`src/rtl/isc_pkg.sv`:
```
// Package: isc_pkg
// Shared constants and types for the interrupt source capture bank.
// Assumes a single 32-bit write data path and a 6-bit word address.
package isc_pkg;

    localparam int REG_ADDR_W  = 6;
    localparam int DATA_W      = 32;
    localparam int IDX_FIELD_W = 10;
    localparam int MAX_WORDS   = 8;

    localparam logic [REG_ADDR_W-1:0] A_SENSE_BASE = 6'h00;
    localparam logic [REG_ADDR_W-1:0] A_KIND_BASE  = 6'h08;
    localparam logic [REG_ADDR_W-1:0] A_SCLR_BASE  = 6'h10;
    localparam logic [REG_ADDR_W-1:0] A_ECLR_BASE  = 6'h18;
    localparam logic [REG_ADDR_W-1:0] A_SCLR_IDX   = 6'h20;
    localparam logic [REG_ADDR_W-1:0] A_ESET_IDX   = 6'h21;
    localparam logic [REG_ADDR_W-1:0] A_ECLR_IDX   = 6'h22;

    // Detection mode, encoded as {edge/level bit, sense bit}
    typedef enum logic [1:0] {
        SENSE_LVL_LOW   = 2'b00,
        SENSE_LVL_HIGH  = 2'b01,
        SENSE_EDGE_FALL = 2'b10,
        SENSE_EDGE_RISE = 2'b11
    } sense_t;

endpackage

```
`src/rtl/isc_sync_detect.sv`:
```
// Module: isc_sync_detect
// Brings every interrupt line through a SYNC_STAGES flop chain and detects
// the configured event per source. Detection is held off until the chain
// and the previous-sample flop hold post-reset data.
// Assumes sense/kind inputs are stable register outputs.
module isc_sync_detect
    import isc_pkg::*;
#(
    parameter int NUM_SRC     = 32,
    parameter int SYNC_STAGES = 2
) (
    input  logic               clk,
    input  logic               rst_n,
    input  logic [NUM_SRC-1:0] irq_in,
    input  logic [NUM_SRC-1:0] sense,
    input  logic [NUM_SRC-1:0] kind,
    output logic [NUM_SRC-1:0] hit
);

    localparam int PRIME = SYNC_STAGES + 1;
    localparam int CNT_W = $clog2(PRIME + 1);

    logic [NUM_SRC-1:0] stg [SYNC_STAGES];
    logic [NUM_SRC-1:0] prev_q;
    logic [CNT_W-1:0]   prime_cnt;
    logic               primed;

    // Synchronizer chain plus one previous-sample stage for edge compare
    always_ff @(posedge clk) begin
        if (!rst_n) begin
            for (int s = 0; s < SYNC_STAGES; s++) stg[s] <= '0;
            prev_q <= '0;
        end else begin
            stg[0] <= irq_in;
            for (int s = 1; s < SYNC_STAGES; s++) stg[s] <= stg[s-1];
            prev_q <= stg[SYNC_STAGES-1];
        end
    end

    // Count edges after reset until the sample pipeline is fully valid
    always_ff @(posedge clk) begin
        if (!rst_n)                          prime_cnt <= '0;
        else if (prime_cnt != CNT_W'(PRIME)) prime_cnt <= prime_cnt + 1'b1;
    end

    assign primed = (prime_cnt == CNT_W'(PRIME));

    for (genvar i = 0; i < NUM_SRC; i++) begin : g_src
        sense_t mode;
        logic   now_b;
        logic   old_b;
        logic   det;

        assign mode  = sense_t'({kind[i], sense[i]});
        assign now_b = stg[SYNC_STAGES-1][i];
        assign old_b = prev_q[i];

        // Per-source event decision for the selected mode
        always_comb begin
            unique case (mode)
                SENSE_LVL_LOW:   det = ~now_b;
                SENSE_LVL_HIGH:  det = now_b;
                SENSE_EDGE_FALL: det = ~now_b & old_b;
                default:         det = now_b & ~old_b;
            endcase
        end

        assign hit[i] = primed & det;
    end

endmodule

```
`src/rtl/isc_reg_decode.sv`:
```
// Module: isc_reg_decode
// Decodes the write port. Holds the sense and edge/level words and turns
// bulk and indexed writes into one-cycle set/clear masks.
// Assumes at most one write per cycle and NUM_SRC <= 32*MAX_WORDS.
module isc_reg_decode
    import isc_pkg::*;
#(
    parameter int NUM_SRC = 32
) (
    input  logic                  clk,
    input  logic                  rst_n,
    input  logic                  wr_en,
    input  logic [REG_ADDR_W-1:0] wr_addr,
    input  logic [DATA_W-1:0]     wr_data,
    output logic [NUM_SRC-1:0]    sense,
    output logic [NUM_SRC-1:0]    kind,
    output logic [NUM_SRC-1:0]    sclr_mask,
    output logic [NUM_SRC-1:0]    eclr_mask,
    output logic [NUM_SRC-1:0]    eset_mask
);

    localparam int WORDS = (NUM_SRC + DATA_W - 1) / DATA_W;
    localparam int PAD   = WORDS * DATA_W;

    logic [PAD-1:0]         sense_q;
    logic [PAD-1:0]         kind_q;
    logic [PAD-1:0]         sclr_bulk;
    logic [PAD-1:0]         eclr_bulk;
    logic [NUM_SRC-1:0]     idx_oh;
    logic [IDX_FIELD_W-1:0] idx;

    // Word-wide sense and edge/level registers
    always_ff @(posedge clk) begin
        if (!rst_n) begin
            sense_q <= '0;
            kind_q  <= '0;
        end else if (wr_en) begin
            for (int w = 0; w < WORDS; w++) begin
                if (wr_addr == A_SENSE_BASE + REG_ADDR_W'(w))
                    sense_q[w*DATA_W +: DATA_W] <= wr_data;
                if (wr_addr == A_KIND_BASE + REG_ADDR_W'(w))
                    kind_q[w*DATA_W +: DATA_W] <= wr_data;
            end
        end
    end

    // Bulk clear masks from the addressed word
    always_comb begin
        sclr_bulk = '0;
        eclr_bulk = '0;
        for (int w = 0; w < WORDS; w++) begin
            if (wr_en && wr_addr == A_SCLR_BASE + REG_ADDR_W'(w))
                sclr_bulk[w*DATA_W +: DATA_W] = wr_data;
            if (wr_en && wr_addr == A_ECLR_BASE + REG_ADDR_W'(w))
                eclr_bulk[w*DATA_W +: DATA_W] = wr_data;
        end
    end

    assign idx = wr_data[IDX_FIELD_W-1:0];

    // Full-width compare so numbers at or above NUM_SRC select nothing
    for (genvar i = 0; i < NUM_SRC; i++) begin : g_oh
        assign idx_oh[i] = (idx == IDX_FIELD_W'(i));
    end

    assign sense     = sense_q[NUM_SRC-1:0];
    assign kind      = kind_q[NUM_SRC-1:0];
    assign sclr_mask = sclr_bulk[NUM_SRC-1:0]
                     | ((wr_en && wr_addr == A_SCLR_IDX) ? idx_oh : '0);
    assign eclr_mask = eclr_bulk[NUM_SRC-1:0]
                     | ((wr_en && wr_addr == A_ECLR_IDX) ? idx_oh : '0);
    assign eset_mask = (wr_en && wr_addr == A_ESET_IDX) ? idx_oh : '0;

endmodule

```
`src/rtl/isc_status_bank.sv`:
```
// Module: isc_status_bank
// Sticky raw status and enable registers. A detected event outranks a
// clear of the same bit. An enable set outranks an enable clear.
// Assumes the masks are single-cycle pulses from the decoder.
module isc_status_bank #(
    parameter int NUM_SRC = 32
) (
    input  logic               clk,
    input  logic               rst_n,
    input  logic [NUM_SRC-1:0] hit,
    input  logic [NUM_SRC-1:0] sclr_mask,
    input  logic [NUM_SRC-1:0] eclr_mask,
    input  logic [NUM_SRC-1:0] eset_mask,
    output logic [NUM_SRC-1:0] status_q,
    output logic [NUM_SRC-1:0] enable_q
);

    // Status: clear first, then new events on top
    always_ff @(posedge clk) begin
        if (!rst_n) status_q <= '0;
        else        status_q <= (status_q & ~sclr_mask) | hit;
    end

    // Enable: clear first, then indexed set
    always_ff @(posedge clk) begin
        if (!rst_n) enable_q <= '0;
        else        enable_q <= (enable_q & ~eclr_mask) | eset_mask;
    end

endmodule

```
`src/rtl/isc_capture_bank.sv`:
```
// Module: isc_capture_bank
// Top of the interrupt source capture bank: synchronizer/detector,
// register decoder and status/enable bank. Pending is status AND enable.
// Assumes irq_in is asynchronous and writes arrive one per cycle.
module isc_capture_bank
    import isc_pkg::*;
#(
    parameter int NUM_SRC     = 32,
    parameter int SYNC_STAGES = 2
) (
    input  logic                  clk,
    input  logic                  rst_n,
    input  logic [NUM_SRC-1:0]    irq_in,
    input  logic                  wr_en,
    input  logic [REG_ADDR_W-1:0] wr_addr,
    input  logic [DATA_W-1:0]     wr_data,
    output logic [NUM_SRC-1:0]    raw_status,
    output logic [NUM_SRC-1:0]    enable_mask,
    output logic [NUM_SRC-1:0]    pending
);

    logic [NUM_SRC-1:0] sense;
    logic [NUM_SRC-1:0] kind;
    logic [NUM_SRC-1:0] hit;
    logic [NUM_SRC-1:0] sclr_mask;
    logic [NUM_SRC-1:0] eclr_mask;
    logic [NUM_SRC-1:0] eset_mask;

    isc_sync_detect #(
        .NUM_SRC     (NUM_SRC),
        .SYNC_STAGES (SYNC_STAGES)
    ) u_detect (
        .clk    (clk),
        .rst_n  (rst_n),
        .irq_in (irq_in),
        .sense  (sense),
        .kind   (kind),
        .hit    (hit)
    );

    isc_reg_decode #(
        .NUM_SRC (NUM_SRC)
    ) u_decode (
        .clk       (clk),
        .rst_n     (rst_n),
        .wr_en     (wr_en),
        .wr_addr   (wr_addr),
        .wr_data   (wr_data),
        .sense     (sense),
        .kind      (kind),
        .sclr_mask (sclr_mask),
        .eclr_mask (eclr_mask),
        .eset_mask (eset_mask)
    );

    isc_status_bank #(
        .NUM_SRC (NUM_SRC)
    ) u_bank (
        .clk       (clk),
        .rst_n     (rst_n),
        .hit       (hit),
        .sclr_mask (sclr_mask),
        .eclr_mask (eclr_mask),
        .eset_mask (eset_mask),
        .status_q  (raw_status),
        .enable_q  (enable_mask)
    );

    // Gate raw status with enable for the downstream consumer
    assign pending = raw_status & enable_mask;

endmodule

```
`config.mk`:
```
export PLATFORM = sky130hd
export DESIGN_NAME = isc_capture_bank
export DESIGN_NICKNAME = d
export VERILOG_FILES = /design/src/rtl/isc_pkg.sv /design/src/rtl/isc_sync_detect.sv /design/src/rtl/isc_reg_decode.sv /design/src/rtl/isc_status_bank.sv /design/src/rtl/isc_capture_bank.sv
export SDC_FILE = /design/constraint.sdc
export NUM_CORES = 1
export LEC_CHECK = 0
export BUFFER_PORTS_ARGS = -buffer_cell sky130_fd_sc_hd__buf_2
export CORE_MARGIN = 5
export CORE_UTILIZATION = 30
export DETAILED_ROUTE_END_ITERATION = 10
export SYNTH_ARGS = -nofsm -noshare
export SYNTH_HDL_FRONTEND = slang
export SYNTH_SLANG_ARGS = --single-unit
```
`constraint.sdc`:
```
create_clock -name clk -period 4.3 [get_ports clk]
set_input_delay 0.43 -clock clk [delete_from_list [all_inputs] [get_ports clk]]
set_output_delay 0.43 -clock clk [all_outputs]
set_load 0.1 [all_outputs]
```
==> impl_summary.txt <==
----------------------------------------------------
[Synthesis]
  Post-synthesis cell type with the largest combined area ... dfxtp_1
  Combinational family with the most area after synthesis ... simple AND/OR/NAND/NOR gates
  Portion of netlist area occupied by mux cells ... less than 1%
  Part of the Yosys area used for sequential elements ... about half
  Adder-cell share of the synthesized area ... less than 1%
  Syn Area/Cell ... 8.89 µm²
  Cell types with the largest area share after synthesis ... dfxtp_1 (49%), and2_1 (8.8%), nand2_1 (8.5%)
  Yosys top cell area share ... around half
  Area of the mapped netlist ... approximately 9200 µm²
  Distinct cell type count of the synthesized netlist ... 40
  FF+latch count, synth ... 226
  Synth Area in Simple Gates ... between 20% and 30%
  Net count after synthesis ... between 1000 and 1500
  Xor/xnor cell area share of the yosys netlist ... less than 1%
  Share of the synthesized area in compound gates (AO/OA/AOI/OAI) ... about a fifth
  Count of mapped cells out of synthesis ... 1038
  Yosys warnings ... 0

[STA]
  Rel. slew slack ... between 30% and 40%
  Pins Over Slew Limit ... 0
  Count of final hold-check violations ... 0
  Worst Clk Skew ... between 10 and 15 ps
  Tcrit/Tclk final ... a little over half
  Total negative slack ... 0 ps
  Final period demand of the worst path ... around 2300 ps
  Setup repair after global routing missed its margin ... no
  Max Fclk ... between 400 and 500 MHz
  Pin slew with the least headroom to its limit ... around 990 ps
  # setup viols final ... 0

[Worst setup path]
  Required time reported for the critical path endpoint ... 4670 ps
  Type of origin of the critical path ... input port
  Cell with the biggest individual delay on the critical path ... nor4_4
  Register-to-register setup slack ... roughly 2600 ps
  Crit path arrival time ... about 2600 ps
  CP Buf/Inv Count ... 1
  R2R cell count ... 3
  Critical path's top delay family ... simple AND/OR/NAND/NOR gates
  Crit-path max FO ... 16
  Delay contributed by the slowest stage of the critical path ... around 960 ps
  Critical Path End Type ... flop
  CP cell instances ... buf_2 > or4_1 > nor4_4 > a221o_1 > o21ai_0
  Worst reg2reg startpoint ... u_detect.prime_cnt[0]
  Crit Path Class ... in2reg
  Endpoint of the worst register-to-register path ... u_bank.status_q[20]

[Global route]
  Pin count of the biggest net entering global routing ... roughly 140
  Global routing's busiest layer ... met2
  Global-route congestion overflow total ... 0
  Number of global-route vias before repair ... ~7500
  Number of antenna violations at the first check in global routing ... 6
  Combined global-route utilization of all metal layers ... roughly 15%
  Wire length of the first global-routing pass ... between 40 and 50 mm
  GRT met2 Usage ... about a quarter
  Met3 Usage GRT ... around 2.6%
  GR Util met1 ... 21.2%

[Flow run]
  Number of violations of the max-capacitance limit ... 0

[Power and ir drop]
  Pwr dens ... about 440 nW/µm²
  IR drop worst, VDD ... around 0.00033 V
  LEAKAGE ... between 0.004 and 0.005 µW

[Floorplan]
  Initial core utilization ... a little under a third
  Vert. Die Dim ... 185 µm
  Placeable core area ... a little over 30000 µm²
  IO Count ... between 150 and 200
  Die Footprint ... 34400 µm²
  Number of placement rows ... between 60 and 70
  Overall die width ... roughly 190 µm

[Finish]
  Number of filler instances in the final layout ... 3070
  Synthesis-to-finish area growth ... 21.4%
  # nets final ... 1251
  Filler-free cell count of the finished design ... 1593
  Most common library cell in the layout ignoring fill and taps ... dfxtp_1
  Layout cells sized above 1 ... a little over a fifth
  Most frequent cells in the layout ... dfxtp_1 (226), nand2_1 (208), buf_2 (167)

[Clock tree]
  Hold bufs inserted after CTS ... 0
  Root Buffer Master ... clkbuf_16
  Maximum root-to-sink buffer count ... 3
  Post-cts resize count ... 0
  Num CTS Buffers ... 25
  Number of H-tree levels ... 1
  Number of sinks on the clock net ... 226
  CTS clock-pin slew for the worst setup and hold paths ... 60 ps
  Number of buffers added for setup after CTS ... 0
  TritonCTS clock tree ... built
  Source-to-sink clock delay at the later pin of the worst-skew pair ... between 500 and 600 ps

[Status]
  Status ... completed

[Min path]
  HP Start ... irq_in[12]
  Worst min-delay path class ... in2reg
  Number of cells on the worst hold path ... 2
  Worst Hold Path EP ... u_detect.stg[0][12]

[Place]
  HPWL after DPL ... roughly 19 mm
  Port Buffer Count ... 168
  Placed Cells incl. Taps ... 1546
  Gpl congestion ... around 0.87

[Routing]
  Post-detailed-route via-to-cell ratio ... slightly below 5
  Routed via count ... about 7800
  Pre-antenna DRT Iters ... 5
  Initial DRC count ... around 590
  Routed wire length ... 27.5 mm
  Post-route DRC ... 0
  Count of antenna-violating nets left after detailed routing ... 0
  Average routed wire per standard cell ... between 15 and 20 µm

----------------------------------------------------
[flip-flops by register name, indices dropped and copies added, names as in the netlist]
signal	flops
u_detect.prime_cnt	2
u_bank.enable_q	32
u_bank.status_q	32
u_decode.sense	32
u_detect.stg	64
u_detect.prev_q	32
u_decode.kind	32
[metrics by stage]
step | area (µm²) | setup slack (ps) | hold WS [ps] | total power (µW) | util (%)
2_1_floorplan | 9230 | 2060 | 412 | 2660 | -
3_3_place_gp | 10400 | 1560 | 414 | 2810 | 34.0
3_5_place_dp | 10400 | 1550 | 418 | 2820 | 34.0
4_1_cts | 11200 | 2080 | 89.7 | 4940 | 36.7
5_1_grt | 11200 | 1960 | 95.5 | 5060 | 36.7
6_report | 11200 | 2040 | 111 | 4880 | 36.7
[worst register-to-register path, cell delays in order, from the launching register on]
cell and delay, ps:
dfxtp_1 360, ha_2 750, o21ai_0 270, a21boi_0 210
[cell usage after synthesis, drive strengths merged]
cell	number
dfxtp	226
nand2	209
and2	130
a21boi	84
clkbuf	56
a221o	53
o21ai	53
nor3	39
nor2b	36
a21oi	31
inv	31
o21a	21
nor2	13
a221oi	11
buf	7
nand3	7
nor4	7
or2b	4
xnor2	3
nand2b	2
nand3b	2
nor3b	2
a31oi	1
and3	1
dlygate4sd1	1
ha	1
mux2i	1
nand4	1
or2	1
or3	1
or3b	1
or4	1
or4bb	1
[cell families after synthesis]
kind of cell    after synthesis
flops                       226
xor+xnor                      3
compound gates              254
buf+inv                      95
mux                           1
simple gates                458
fa+ha+maj                     1
[area by class of cell]
class / count / area (µm²) / area share [%]
multi-input cells: 717 / 4310 / 38.5
repair buffers: 176 / 928 / 8.29
well taps: 396 / 495 / 4.42
clock inverters: 6 / 58.8 / 0.525
inverters: 31 / 116 / 1.04
clock buffers: 38 / 764 / 6.82
flip-flops and latches: 226 / 4520 / 40.4
diodes: 3 / 7.51 / 0.0670
[per-layer routing]
layer  routed length (µm)  part of all wire, %
met2                12700                   46
met3                 2030                  7.4
met1                12200                   44
met5                   43                 0.16
met4                  566                  2.1
[how the worst max path moves through the flow]
stage                   startpoint                   to  slack, ps  cells past startpoint
4_1_cts                 wr_data[6]   u_bank.enable_q[9]       2080                      5
3_5_place_dp            wr_data[6]   u_bank.enable_q[6]       1550                      5
2_1_floorplan  u_bank.status_q[10]          pending[10]       2060                      1
6_report                wr_data[6]   u_bank.enable_q[9]       2040                      5
3_3_place_gp            wr_data[6]   u_bank.enable_q[6]       1560                      5
5_1_grt                 wr_data[6]  u_bank.enable_q[10]       1960                      5
[power by group]
group,switching [µW],internal (µW)
registers,55.4,2170
clock network,836,1280
logic,400,143
(Power assumes the default switching activity.)
